[config.mk]
export PLATFORM = sky130hd
export DESIGN_NAME = dmacsr_top
export DESIGN_NICKNAME = d
export VERILOG_FILES = /design/src/rtl/dmacsr_pkg.sv /design/src/rtl/dmacsr_cmd_dec.sv /design/src/rtl/dmacsr_bitmap.sv /design/src/rtl/dmacsr_errcap.sv /design/src/rtl/dmacsr_top.sv
export SDC_FILE = /design/constraint.sdc
export NUM_CORES = 1
export LEC_CHECK = 0
export BUFFER_PORTS_ARGS = -buffer_cell sky130_fd_sc_hd__clkbuf_2
export CAP_MARGIN = 10
export CELL_PAD_IN_SITES_DETAIL_PLACEMENT = 1
export CELL_PAD_IN_SITES_GLOBAL_PLACEMENT = 2
export CORE_ASPECT_RATIO = 0.6
export CORE_MARGIN = 4
export CORE_UTILIZATION = 28
export DETAILED_ROUTE_END_ITERATION = 7
export PLACE_DENSITY_LB_ADDON = 0.1
export SLEW_MARGIN = 20
export SYNTH_ARGS = -nofsm -noshare
export SYNTH_HDL_FRONTEND = slang
export SYNTH_SLANG_ARGS = --single-unit
[constraint.sdc]
create_clock -name clk -period 2.8 [get_ports clk]
set_input_delay 0 -clock clk [delete_from_list [all_inputs] [get_ports clk]]
set_output_delay 0 -clock clk [all_outputs]
set_load 0.005 [all_outputs]
[src/rtl/dmacsr_pkg.sv]
package dmacsr_pkg;

    localparam int DW     = 32;
    localparam int AW     = 5;
    localparam int MAP_W  = 2 * DW;
    localparam int KIND_W = 10;
    localparam int CIDX_W = $clog2(MAP_W);

    typedef enum logic [AW-1:0] {
        A_CTRL    = 5'd0,
        A_ESTAT   = 5'd1,
        A_REQEN_H = 5'd2,
        A_REQEN_L = 5'd3,
        A_EEI_H   = 5'd4,
        A_EEI_L   = 5'd5,
        A_INT_H   = 5'd6,
        A_INT_L   = 5'd7,
        A_ERR_H   = 5'd8,
        A_ERR_L   = 5'd9,
        A_DONE_H  = 5'd10,
        A_DONE_L  = 5'd11,
        A_C_SREQ  = 5'd12,
        A_C_CREQ  = 5'd13,
        A_C_SEEI  = 5'd14,
        A_C_CEEI  = 5'd15,
        A_C_CINT  = 5'd16,
        A_C_CERR  = 5'd17,
        A_C_CDONE = 5'd18,
        A_C_START = 5'd19
    } reg_addr_e;

    typedef enum logic { MAP_RW, MAP_W1C } map_mode_e;

    typedef struct packed {
        logic              valid;
        logic [14:0]       rsvd;
        logic              grp_prio;
        logic              ch_prio;
        logic [CIDX_W-1:0] chan;
        logic [7:0]        detail;
    } err_stat_t;

    typedef struct packed {
        logic [MAP_W-1:0] set_req;
        logic [MAP_W-1:0] clr_req;
        logic [MAP_W-1:0] set_eei;
        logic [MAP_W-1:0] clr_eei;
        logic [MAP_W-1:0] clr_int;
        logic [MAP_W-1:0] clr_err;
        logic [MAP_W-1:0] clr_done;
        logic [MAP_W-1:0] start;
    } cmd_masks_t;

    localparam logic [DW-1:0] CTRL_MASK = 32'h8000_000C;

    function automatic logic [MAP_W-1:0] chan_onehot(input logic [7:0] val, input int nch);
        logic [MAP_W-1:0] r;
        r = '0;
        if (int'(val) < nch) r[val[CIDX_W-1:0]] = 1'b1;
        return r;
    endfunction

    function automatic logic [MAP_W-1:0] chan_mask(input int nch);
        logic [MAP_W-1:0] r;
        r = '0;
        for (int i = 0; i < MAP_W; i++) r[i] = (i < nch);
        return r;
    endfunction

endpackage

[src/rtl/dmacsr_cmd_dec.sv]
module dmacsr_cmd_dec
    import dmacsr_pkg::*;
#(
    parameter int N_CH = 64
) (
    input  logic          we,
    input  logic [AW-1:0] addr,
    input  logic [7:0]    cmd_byte,
    output cmd_masks_t    masks
);
    reg_addr_e        a;
    logic [MAP_W-1:0] oh;

    assign a  = reg_addr_e'(addr);
    assign oh = chan_onehot(cmd_byte, N_CH);

    always_comb begin
        masks = '0;
        if (we) begin
            case (a)
                A_C_SREQ:  masks.set_req  = oh;
                A_C_CREQ:  masks.clr_req  = oh;
                A_C_SEEI:  masks.set_eei  = oh;
                A_C_CEEI:  masks.clr_eei  = oh;
                A_C_CINT:  masks.clr_int  = oh;
                A_C_CERR:  masks.clr_err  = oh;
                A_C_CDONE: masks.clr_done = oh;
                A_C_START: masks.start    = oh;
                default:   masks          = '0;
            endcase
        end
    end
endmodule

[src/rtl/dmacsr_bitmap.sv]
module dmacsr_bitmap
    import dmacsr_pkg::*;
#(
    parameter int        N_CH = 64,
    parameter map_mode_e MODE = MAP_RW
) (
    input  logic             clk,
    input  logic             rst,
    input  logic [MAP_W-1:0] hw_set,
    input  logic [MAP_W-1:0] sw_set,
    input  logic [MAP_W-1:0] sw_clr,
    input  logic             wr_hi,
    input  logic             wr_lo,
    input  logic [DW-1:0]    wdata,
    output logic [MAP_W-1:0] map_q
);
    localparam logic [MAP_W-1:0] CH_MASK = chan_mask(N_CH);

    logic [MAP_W-1:0] after_cmd;
    logic [MAP_W-1:0] after_word;
    logic [MAP_W-1:0] map_d;

    assign after_cmd = (map_q & ~sw_clr) | sw_set;

    generate
        if (MODE == MAP_RW) begin : g_rw
            always_comb begin
                after_word = after_cmd;
                if (wr_hi) after_word[MAP_W-1:DW] = wdata;
                if (wr_lo) after_word[DW-1:0]     = wdata;
            end
        end else begin : g_w1c
            always_comb begin
                after_word = after_cmd;
                if (wr_hi) after_word[MAP_W-1:DW] = after_cmd[MAP_W-1:DW] & ~wdata;
                if (wr_lo) after_word[DW-1:0]     = after_cmd[DW-1:0] & ~wdata;
            end

            assert_w1c_lo_R6: assert property (@(posedge clk) disable iff (rst)
                (wr_lo && !(|hw_set[DW-1:0]) && !(|sw_set[DW-1:0]))
                |=> ((map_q[DW-1:0] & $past(wdata)) == '0));
        end
    endgenerate

    assign map_d = (after_word | hw_set) & CH_MASK;

    always_ff @(posedge clk) begin
        if (rst) map_q <= '0;
        else     map_q <= map_d;
    end

    assert_hwset_wins_R12: assert property (@(posedge clk) disable iff (rst)
        (|hw_set) |=> ((map_q & $past(hw_set & CH_MASK)) == $past(hw_set & CH_MASK)));
endmodule

[src/rtl/dmacsr_errcap.sv]
module dmacsr_errcap
    import dmacsr_pkg::*;
#(
    parameter int N_CH = 64
) (
    input  logic              clk,
    input  logic              rst,
    input  logic [MAP_W-1:0]  ch_err,
    input  logic [KIND_W-1:0] err_kind,
    input  logic [MAP_W-1:0]  err_map,
    output err_stat_t         stat_q
);
    logic [CIDX_W-1:0] low_idx;
    logic              any_err;
    logic              map_empty;
    err_stat_t         stat_d;

    assign any_err   = |ch_err;
    assign map_empty = (err_map == '0);

    always_comb begin
        low_idx = '0;
        for (int i = N_CH - 1; i >= 0; i--) begin
            if (ch_err[i]) low_idx = CIDX_W'(i);
        end
    end

    always_comb begin
        stat_d = stat_q;
        if (any_err && (!stat_q.valid || map_empty)) begin
            stat_d          = '0;
            stat_d.valid    = 1'b1;
            stat_d.grp_prio = err_kind[9];
            stat_d.ch_prio  = err_kind[8];
            stat_d.chan     = low_idx;
            stat_d.detail   = err_kind[7:0];
        end else if (map_empty) begin
            stat_d = '0;
        end
    end

    always_ff @(posedge clk) begin
        if (rst) stat_q <= '0;
        else     stat_q <= stat_d;
    end

    assert_hold_R8: assert property (@(posedge clk) disable iff (rst)
        (stat_q.valid && !map_empty) |=> $stable(stat_q));

    assert_release_R8: assert property (@(posedge clk) disable iff (rst)
        (stat_q.valid && map_empty && !any_err) |=> !stat_q.valid);

    assert_capture_R7: assert property (@(posedge clk) disable iff (rst)
        (!stat_q.valid && any_err) |=> stat_q.valid);
endmodule

[src/rtl/dmacsr_top.sv]
module dmacsr_top
    import dmacsr_pkg::*;
#(
    parameter int N_CH = 64
) (
    input  logic              clk,
    input  logic              rst,
    input  logic              bus_we,
    input  logic [AW-1:0]     bus_addr,
    input  logic [DW-1:0]     bus_wdata,
    output logic [DW-1:0]     bus_rdata,
    input  logic [MAP_W-1:0]  ch_done,
    input  logic [MAP_W-1:0]  ch_err,
    input  logic [KIND_W-1:0] err_kind,
    output logic [MAP_W-1:0]  start_o,
    output logic              irq_o,
    output logic [MAP_W-1:0]  req_en_o,
    output logic [MAP_W-1:0]  err_int_en_o,
    output logic [MAP_W-1:0]  int_pend_o,
    output logic [MAP_W-1:0]  err_pend_o,
    output logic [MAP_W-1:0]  done_o,
    output logic              dyn_clk_en_o,
    output logic              rr_group_o,
    output logic              rr_chan_o
);
    localparam logic [MAP_W-1:0] CH_MASK = chan_mask(N_CH);

    reg_addr_e        a;
    cmd_masks_t       cmd;
    logic [DW-1:0]    ctrl_q;
    logic [MAP_W-1:0] start_q;
    logic [MAP_W-1:0] done_in;
    logic [MAP_W-1:0] err_in;
    err_stat_t        estat;
    logic             is_cmd;

    assign a       = reg_addr_e'(bus_addr);
    assign done_in = ch_done & CH_MASK;
    assign err_in  = ch_err & CH_MASK;
    assign is_cmd  = (bus_addr >= A_C_SREQ) && (bus_addr <= A_C_START);

    dmacsr_cmd_dec #(.N_CH(N_CH)) u_dec (
        .we       (bus_we),
        .addr     (bus_addr),
        .cmd_byte (bus_wdata[7:0]),
        .masks    (cmd)
    );

    dmacsr_bitmap #(.N_CH(N_CH), .MODE(MAP_RW)) u_reqen (
        .clk (clk), .rst (rst),
        .hw_set ('0), .sw_set (cmd.set_req), .sw_clr (cmd.clr_req),
        .wr_hi (bus_we && a == A_REQEN_H), .wr_lo (bus_we && a == A_REQEN_L),
        .wdata (bus_wdata), .map_q (req_en_o)
    );

    dmacsr_bitmap #(.N_CH(N_CH), .MODE(MAP_RW)) u_eei (
        .clk (clk), .rst (rst),
        .hw_set ('0), .sw_set (cmd.set_eei), .sw_clr (cmd.clr_eei),
        .wr_hi (bus_we && a == A_EEI_H), .wr_lo (bus_we && a == A_EEI_L),
        .wdata (bus_wdata), .map_q (err_int_en_o)
    );

    dmacsr_bitmap #(.N_CH(N_CH), .MODE(MAP_W1C)) u_int (
        .clk (clk), .rst (rst),
        .hw_set (done_in), .sw_set ('0), .sw_clr (cmd.clr_int),
        .wr_hi (bus_we && a == A_INT_H), .wr_lo (bus_we && a == A_INT_L),
        .wdata (bus_wdata), .map_q (int_pend_o)
    );

    dmacsr_bitmap #(.N_CH(N_CH), .MODE(MAP_W1C)) u_err (
        .clk (clk), .rst (rst),
        .hw_set (err_in), .sw_set ('0), .sw_clr (cmd.clr_err),
        .wr_hi (bus_we && a == A_ERR_H), .wr_lo (bus_we && a == A_ERR_L),
        .wdata (bus_wdata), .map_q (err_pend_o)
    );

    dmacsr_bitmap #(.N_CH(N_CH), .MODE(MAP_RW)) u_done (
        .clk (clk), .rst (rst),
        .hw_set (done_in), .sw_set ('0), .sw_clr (cmd.clr_done),
        .wr_hi (1'b0), .wr_lo (1'b0),
        .wdata (bus_wdata), .map_q (done_o)
    );

    dmacsr_errcap #(.N_CH(N_CH)) u_ecap (
        .clk (clk), .rst (rst),
        .ch_err (err_in), .err_kind (err_kind),
        .err_map (err_pend_o), .stat_q (estat)
    );

    always_ff @(posedge clk) begin
        if (rst) begin
            ctrl_q  <= '0;
            start_q <= '0;
        end else begin
            start_q <= cmd.start;
            if (bus_we && a == A_CTRL) ctrl_q <= bus_wdata & CTRL_MASK;
        end
    end

    assign start_o      = start_q;
    assign dyn_clk_en_o = ctrl_q[31];
    assign rr_group_o   = ctrl_q[3];
    assign rr_chan_o    = ctrl_q[2];
    assign irq_o        = (|int_pend_o) || (|(err_pend_o & err_int_en_o));

    always_comb begin
        case (a)
            A_CTRL:    bus_rdata = ctrl_q;
            A_ESTAT:   bus_rdata = estat;
            A_REQEN_H: bus_rdata = req_en_o[MAP_W-1:DW];
            A_REQEN_L: bus_rdata = req_en_o[DW-1:0];
            A_EEI_H:   bus_rdata = err_int_en_o[MAP_W-1:DW];
            A_EEI_L:   bus_rdata = err_int_en_o[DW-1:0];
            A_INT_H:   bus_rdata = int_pend_o[MAP_W-1:DW];
            A_INT_L:   bus_rdata = int_pend_o[DW-1:0];
            A_ERR_H:   bus_rdata = err_pend_o[MAP_W-1:DW];
            A_ERR_L:   bus_rdata = err_pend_o[DW-1:0];
            A_DONE_H:  bus_rdata = done_o[MAP_W-1:DW];
            A_DONE_L:  bus_rdata = done_o[DW-1:0];
            default:   bus_rdata = '0;
        endcase
    end

    assert_start_onehot_R5: assert property (@(posedge clk) disable iff (rst)
        $onehot0(start_o));

    assert_badch_R11: assert property (@(posedge clk) disable iff (rst)
        (bus_we && is_cmd && (int'(bus_wdata[7:0]) >= N_CH))
        |=> ($stable(req_en_o) && $stable(err_int_en_o) && (start_o == '0)));

    assert_ctrl_reserved_R9: assert property (@(posedge clk) disable iff (rst)
        (ctrl_q & ~CTRL_MASK) == '0);
endmodule

==> run summary, run 1 <==
number of global-route vias before repair: 26200
crit share post-route: 102%
antenna viol nets, final: 0
post-DP HPWL: 114 mm
Total GRT Usage: 39.5%
share of the synthesized area in the top cell type: 42.2%
HP Class: in -> reg
Placed Area: 0.0245 mm^2
power per standard cell area: 514 mW/mm^2
IO Count: 598
Die X: 346 um
Max Cap Viol: 0
hold_ws: 0.0497 ns
Area growth, synth to finish: 45.1%
Slew HR: 32.1%
setup violators final: 1
WP data arrival: 2.85 ns
Synth area leader: dfxtp_1
initial core utilization: 28.6%
Setup Total Neg Slack: -0.0477 ns
worst slew pin tran: 1.02 ns
sequential share of the synthesized area: 42.2%
routed wire length: 151 mm
first-pass GRT wire length: 209 mm
TritonCTS clock tree: done
RSZ-0062 raised after global routing: true
WS Path Type: reg -> out
Buffers on Ports: 597
grt ovf: 0
crit path launch: u_int.map_q[56]$_SDFF_PP0_
Yosys reg bits: 404
post-synth cell types: 61
worst-skew pair later-pin latency: 0.62 ns
routability cong.: 1.00
largest net degree at the start of global routing: 136
simple logic cell fraction of the synthesized area: 23.1%
design area: 0.0278 mm^2
asr flop ratio synth: 0%
# fillers: 8212
syn_area_per_cell: 7.65 um^2
failing checks: setup timing
CORE AREA: 0.0670 mm^2
total power draw: 0.0143 W
max-slew violation count: 0
XOR/XNOR share of the synthesized area: 0%
DRC: 0
largest family of logic cells by synthesized area: compound AO/OA/AOI/OAI gates
count leader, synth: nor2_1
CTS H-tree lvls: 2
Max Fanout on Critical Path: 4
top post-synthesis cells by count: nor2_1 (494), dfxtp_1 (404), nand2_1 (336)
CTS Buf Count: 45
Period minus WS final: 2.85 ns
required time worst endpoint: 2.80 ns
Post-synth EDFFs: 0
pre-CTS WS: 0.00871 ns
Rows: 73
Die Footprint: 0.0728 mm^2
post-synthesis adder-cell area fraction: 0%
CP startpoint kind: flip-flop
post-DR wirelength/cell: 35.1 um
Synth Flop Type: dfxtp_1
CP Capture Type: output port
multiplexer share of the synthesized area: 0%
drt pass-1 iters: 6
status: complete, but fails checks
fmax: 351 MHz
Final Hold Viols: 0
mapped cell area: 0.0192 mm^2
syn nets: 2683
worst clock skew: 0.0245 ns
R2R Setup Slk: 0.11 ns
clk root buf: clkbuf_16
cells after synthesis: 2505
FF-to-FF Start: u_err.map_q[20]$_SDFF_PP0_
via count: 26400
initial antenna violation count: 12
synth top area cells: dfxtp_1 (42%), a22oi_1 (9.8%), nor2_1 (9.7%)
Clock Sinks: 404
First DRT Iteration DRCs: 4023
Synth Area in Compound Gates: 29.8%
Clock transition at path regs: 0.06 ns
synth warn: 0
Via density: 6.15
clk buf depth: 3
layout cells sized above 1: 27.7%
Die Ht: 211 um
Worst Min Path Start: bus_wdata[0]
fin worst setup slack: -0.0477 ns
VDD IR max: 0.000387 V
Leakage: 11.1 nW
fin nets: 3541
sequential cells by signal, indices dropped and copies added (netlist names):
| register | cells |
|---|---|
| u_err.map_q | 64 |
| u_int.map_q | 64 |
| u_eei.map_q | 64 |
| u_reqen.map_q | 64 |
| u_ecap.stat_q | 17 |
| start_o | 64 |
| u_done.map_q | 64 |
| ctrl_q | 3 |
critical path, stage by stage (launching register included):
cell      delay [ns]
dfxtp_1         0.39
nor4_1          0.81
nand4_1         0.32
nor4_1          0.34
nand3_2         0.21
clkbuf_2        0.17
cell type report:
class                   count  area [um^2]  share of cell area (%)
well taps                 900         1130                    4.05
clock buffers              66         1310                    4.70
multi-input cells        1874        10300                    37.0
clock inverters             7         40.0                   0.144
inverters                  13         48.8                   0.176
diodes                      6         15.0                  0.0540
flip-flops and latches    404         8090                    29.1
repair buffers           1025         6880                    24.7
cell families (layout without fill, tap and decap cells):
group / count (synthesis) / count (layout)
AO/OA/AOI/OAI: 842 / 842
buffers and inverters: 227 / 1111
AND/OR/NAND/NOR: 1032 / 1032
other: 0 / 6
flip-flops: 404 / 404
report_power, final:
| part | switching [W] | total (W) | internal [W] | leakage (nW) |
|---|---|---|---|---|
| registers | 0.000325 | 0.00631 | 0.00598 | 3.32 |
| clock network | 0.00272 | 0.00592 | 0.00320 | 0.659 |
| logic | 0.00129 | 0.00207 | 0.000785 | 7.11 |
metrics by stage:
step | util [%] | cells
after floorplan | - | 2505
after global placement | 36.5 | 4024
after detailed placement | 36.5 | 4024
after CTS | 41.5 | 4289
after global routing | 41.5 | 4292
final | 41.5 | 4295
placed cells by master (no fill, tap or decap), types with 16 or more instances in the layout:
cell type	count
a22o_1	22
a311oi_1	129
and3_1	17
dlygate4sd3_1	192
a22oi_1	250
clkbuf_2	596
a21oi_1	221
nor2_1	487
nand3_1	43
nand2_1	332
dfxtp_1	404
o21ai_0	131
nor4_1	49
a221oi_1	36
buf_4	221
clkbuf_16	45
nand4_1	16
worst paths after layout:
kind / endpoint / cells past startpoint
worst min-delay path: u_reqen.map_q[0]$_SDFF_PP0_ / 4
worst max-delay path: irq_o / 5
worst max register to register: u_ecap.stat_q[11]$_SDFFE_PP0P_ / 6
worst min register to register: u_ecap.stat_q[5]$_SDFFE_PP0P_ / 2
layer usage:
| layer | GRT usage [%] | up-vias | routed length [um] |
|---|---|---|---|
| met4 | 11.9 | 12 | 4910 |
| li1 | - | 10900 | - |
| met3 | 10.2 | 288 | 17500 |
| met2 | 56.4 | 1755 | 61400 |
| met5 | 0 | - | 70 |
| met1 | 57.9 | 13500 | 66900 |
what timing repair did:
item,in CTS,in global routing
hold endpoints to repair,318,0
setup endpoints to repair,6,4
hold buffers,192,0
gates resized for setup,4,4
pin swaps,0,2
setup buffers,0,0
Note: power is estimated with default switching activity, not from simulation.
==> run 2: changes to the inputs <==
- CORE_MARGIN: 4 -> not set
- REMOVE_ABC_BUFFERS: not set -> 1
==> run summary, run 2 (synthesis results as in run 1) <==
IO Count: 598 (unchanged)
Max Fanout on Critical Path: 15 (was 4)
total power draw: 0.0146 W (was 0.0143 W)
Via density: 6.14 (was 6.15)
CP startpoint kind: flip-flop (unchanged)
via count: 26200 (was 26400)
crit path launch: u_err.map_q[33]$_SDFF_PP0_ (was u_int.map_q[56]$_SDFF_PP0_)
CORE AREA: 0.0670 mm^2 (unchanged)
clk buf depth: 3 (unchanged)
fin nets: 3502 (was 3541)
Max Cap Viol: 0 (unchanged)
drt pass-1 iters: 6 (unchanged)
first-pass GRT wire length: 196 mm (was 209 mm)
initial antenna violation count: 14 (was 12)
required time worst endpoint: 3.34 ns (was 2.80 ns)
commonest non-fill, non-tap cell in the layout: clkbuf_2 (unchanged)
WS Path Type: reg -> reg (was reg -> out)
antenna viol nets, final: 0 (unchanged)
Leakage: 11.0 nW (was 11.1 nW)
initial core utilization: 28.6% (unchanged)
First DRT Iteration DRCs: 3525 (was 4023)
crit share post-route: 99.2% (was 102%)
Worst Min Path Start: bus_wdata[5] (was bus_wdata[0])
clk root buf: clkbuf_16 (unchanged)
worst-skew pair later-pin latency: 0.62 ns (about the same)
worst slew pin tran: 1.01 ns (was 1.02 ns)
worst clock skew: 0.0166 ns (was 0.0245 ns)
WP data arrival: 3.32 ns (was 2.85 ns)
# fillers: 8197 (was 8212)
DRC: 0 (unchanged)
VDD IR max: 0.000383 V (was 0.000387 V)
HP Class: in -> reg (unchanged)
post-DP HPWL: 108 mm (was 114 mm)
grt ovf: 0 (unchanged)
Clock Sinks: 404 (unchanged)
Total GRT Usage: 39.3% (was 39.5%)
Area growth, synth to finish: 43.9% (was 45.1%)
routability cong.: 0.984 (was 1.00)
Rows: 73 (unchanged)
area of the multi-input gates: 0.0103 mm^2 (about the same)
setup violators final: 0 (was 1)
largest net degree at the start of global routing: 138 (was 136)
power per standard cell area: 530 mW/mm^2 (was 514 mW/mm^2)
Buffers on Ports: 597 (unchanged)
Post-CTS Setup Bufs: 0 (unchanged)
number of global-route vias before repair: 25400 (was 26200)
status: completed (was complete, but fails checks)
CTS H-tree lvls: 2 (unchanged)
routed wire length: 142 mm (was 151 mm)
CTS Buf Count: 45 (unchanged)
layout cells sized above 1: 27.2% (was 27.7%)
path depth of the worst reg2reg path: 6 (unchanged)
TritonCTS clock tree: done (unchanged)
fmax: 360 MHz (was 351 MHz)
Die Ht: 205 um (was 211 um)
Setup Total Neg Slack: 0 ns (was -0.0477 ns)
commonest cells after routing, fill and taps aside: clkbuf_2 (594), nor2_1 (489), dfxtp_1 (404) (was clkbuf_2 (596), nor2_1 (487), dfxtp_1 (404))
Slew HR: 32.4% (was 32.1%)
RSZ-0062 raised after global routing: false (was true)
FF/Latch Area: 0.00809 mm^2 (unchanged)
max-slew violation count: 0 (unchanged)
Die X: 340 um (was 346 um)
CP Capture Type: flip-flop (was output port)
Die Footprint: 0.0695 mm^2 (was 0.0728 mm^2)
Period minus WS final: 2.78 ns (was 2.85 ns)
Clock transition at path regs: 0.07 ns (was 0.06 ns)
Final Hold Viols: 0 (unchanged)
hold path depth: 3 (was 4)
post-DR wirelength/cell: 33.3 um (was 35.1 um)
FF-to-FF Start: u_err.map_q[33]$_SDFF_PP0_ (was u_err.map_q[20]$_SDFF_PP0_)
run 2: cell type report:
class	instances	area share [%]
inverters	13	0.177
clock inverters	9	0.277
repair buffers	986	23.7
clock buffers	73	5.13
well taps	900	4.09
multi-input cells	1874	37.3
diodes	4	0.0363
flip-flops and latches	404	29.3
run 2: timing repair:
item	CTS	global route
endpoints found under the setup margin	1	2
hold buffers	186	0
hold endpoints to repair	319	0
resized for setup	1	9
run 2: final timing paths:
path | end | slack [ns]
hold reg to reg | u_ecap.stat_q[5]$_SDFFE_PP0P_ | 0.49
hold / removal | u_eei.map_q[37]$_SDFF_PP0_ | 0.02
setup reg to reg | u_ecap.stat_q[11]$_SDFFE_PP0P_ | 0.02
setup / recovery | u_ecap.stat_q[11]$_SDFFE_PP0P_ | 0.02
run 2: critical path, cell delays in order (launching register included):
cell and delay [ns]:
dfxtp_1 0.48, nor4_1 0.64, nand4_1 0.17, or4_1 0.66, a21o_4 0.36, a211o_1 0.27
a21oi_2 0.11
run 2: per-layer routing:
metal	share of wire (%)	routed length (um)	vias to the layer above	track usage, %
met5	0	0	-	0
met4	3.2	4500	0	12.1
met3	12	16700	286	10.6
met2	41	58100	1740	56.1
met1	44	62900	13300	56.6
li1	-	-	10800	-
run 2: metrics by stage:
step | instance area (um^2) | setup slack [ns] | cells | hold WS, ns | util (%)
2_1_floorplan | 18300 | -0.439 | 2291 | 0.0624 | -
3_3_place_gp | 24200 | 0.250 | 3991 | 0.227 | 36.1
3_5_place_dp | 24200 | 0.215 | 3991 | 0.234 | 36.1
4_1_cts | 27500 | 0.0132 | 4259 | 0.00236 | 41.1
5_1_grt | 27600 | 0.00301 | 4260 | 0.0282 | 41.2
6_report | 27600 | 0.0228 | 4263 | 0.0212 | 41.2
run 2: where the power goes:
part           switching [W]  leakage [nW]  internal, W  total (W)
sequential          0.000330          3.32      0.00598    0.00631
clock                0.00280         0.736      0.00354    0.00634
combinational        0.00122          6.90     0.000747    0.00197
total                0.00435          11.0       0.0103     0.0146
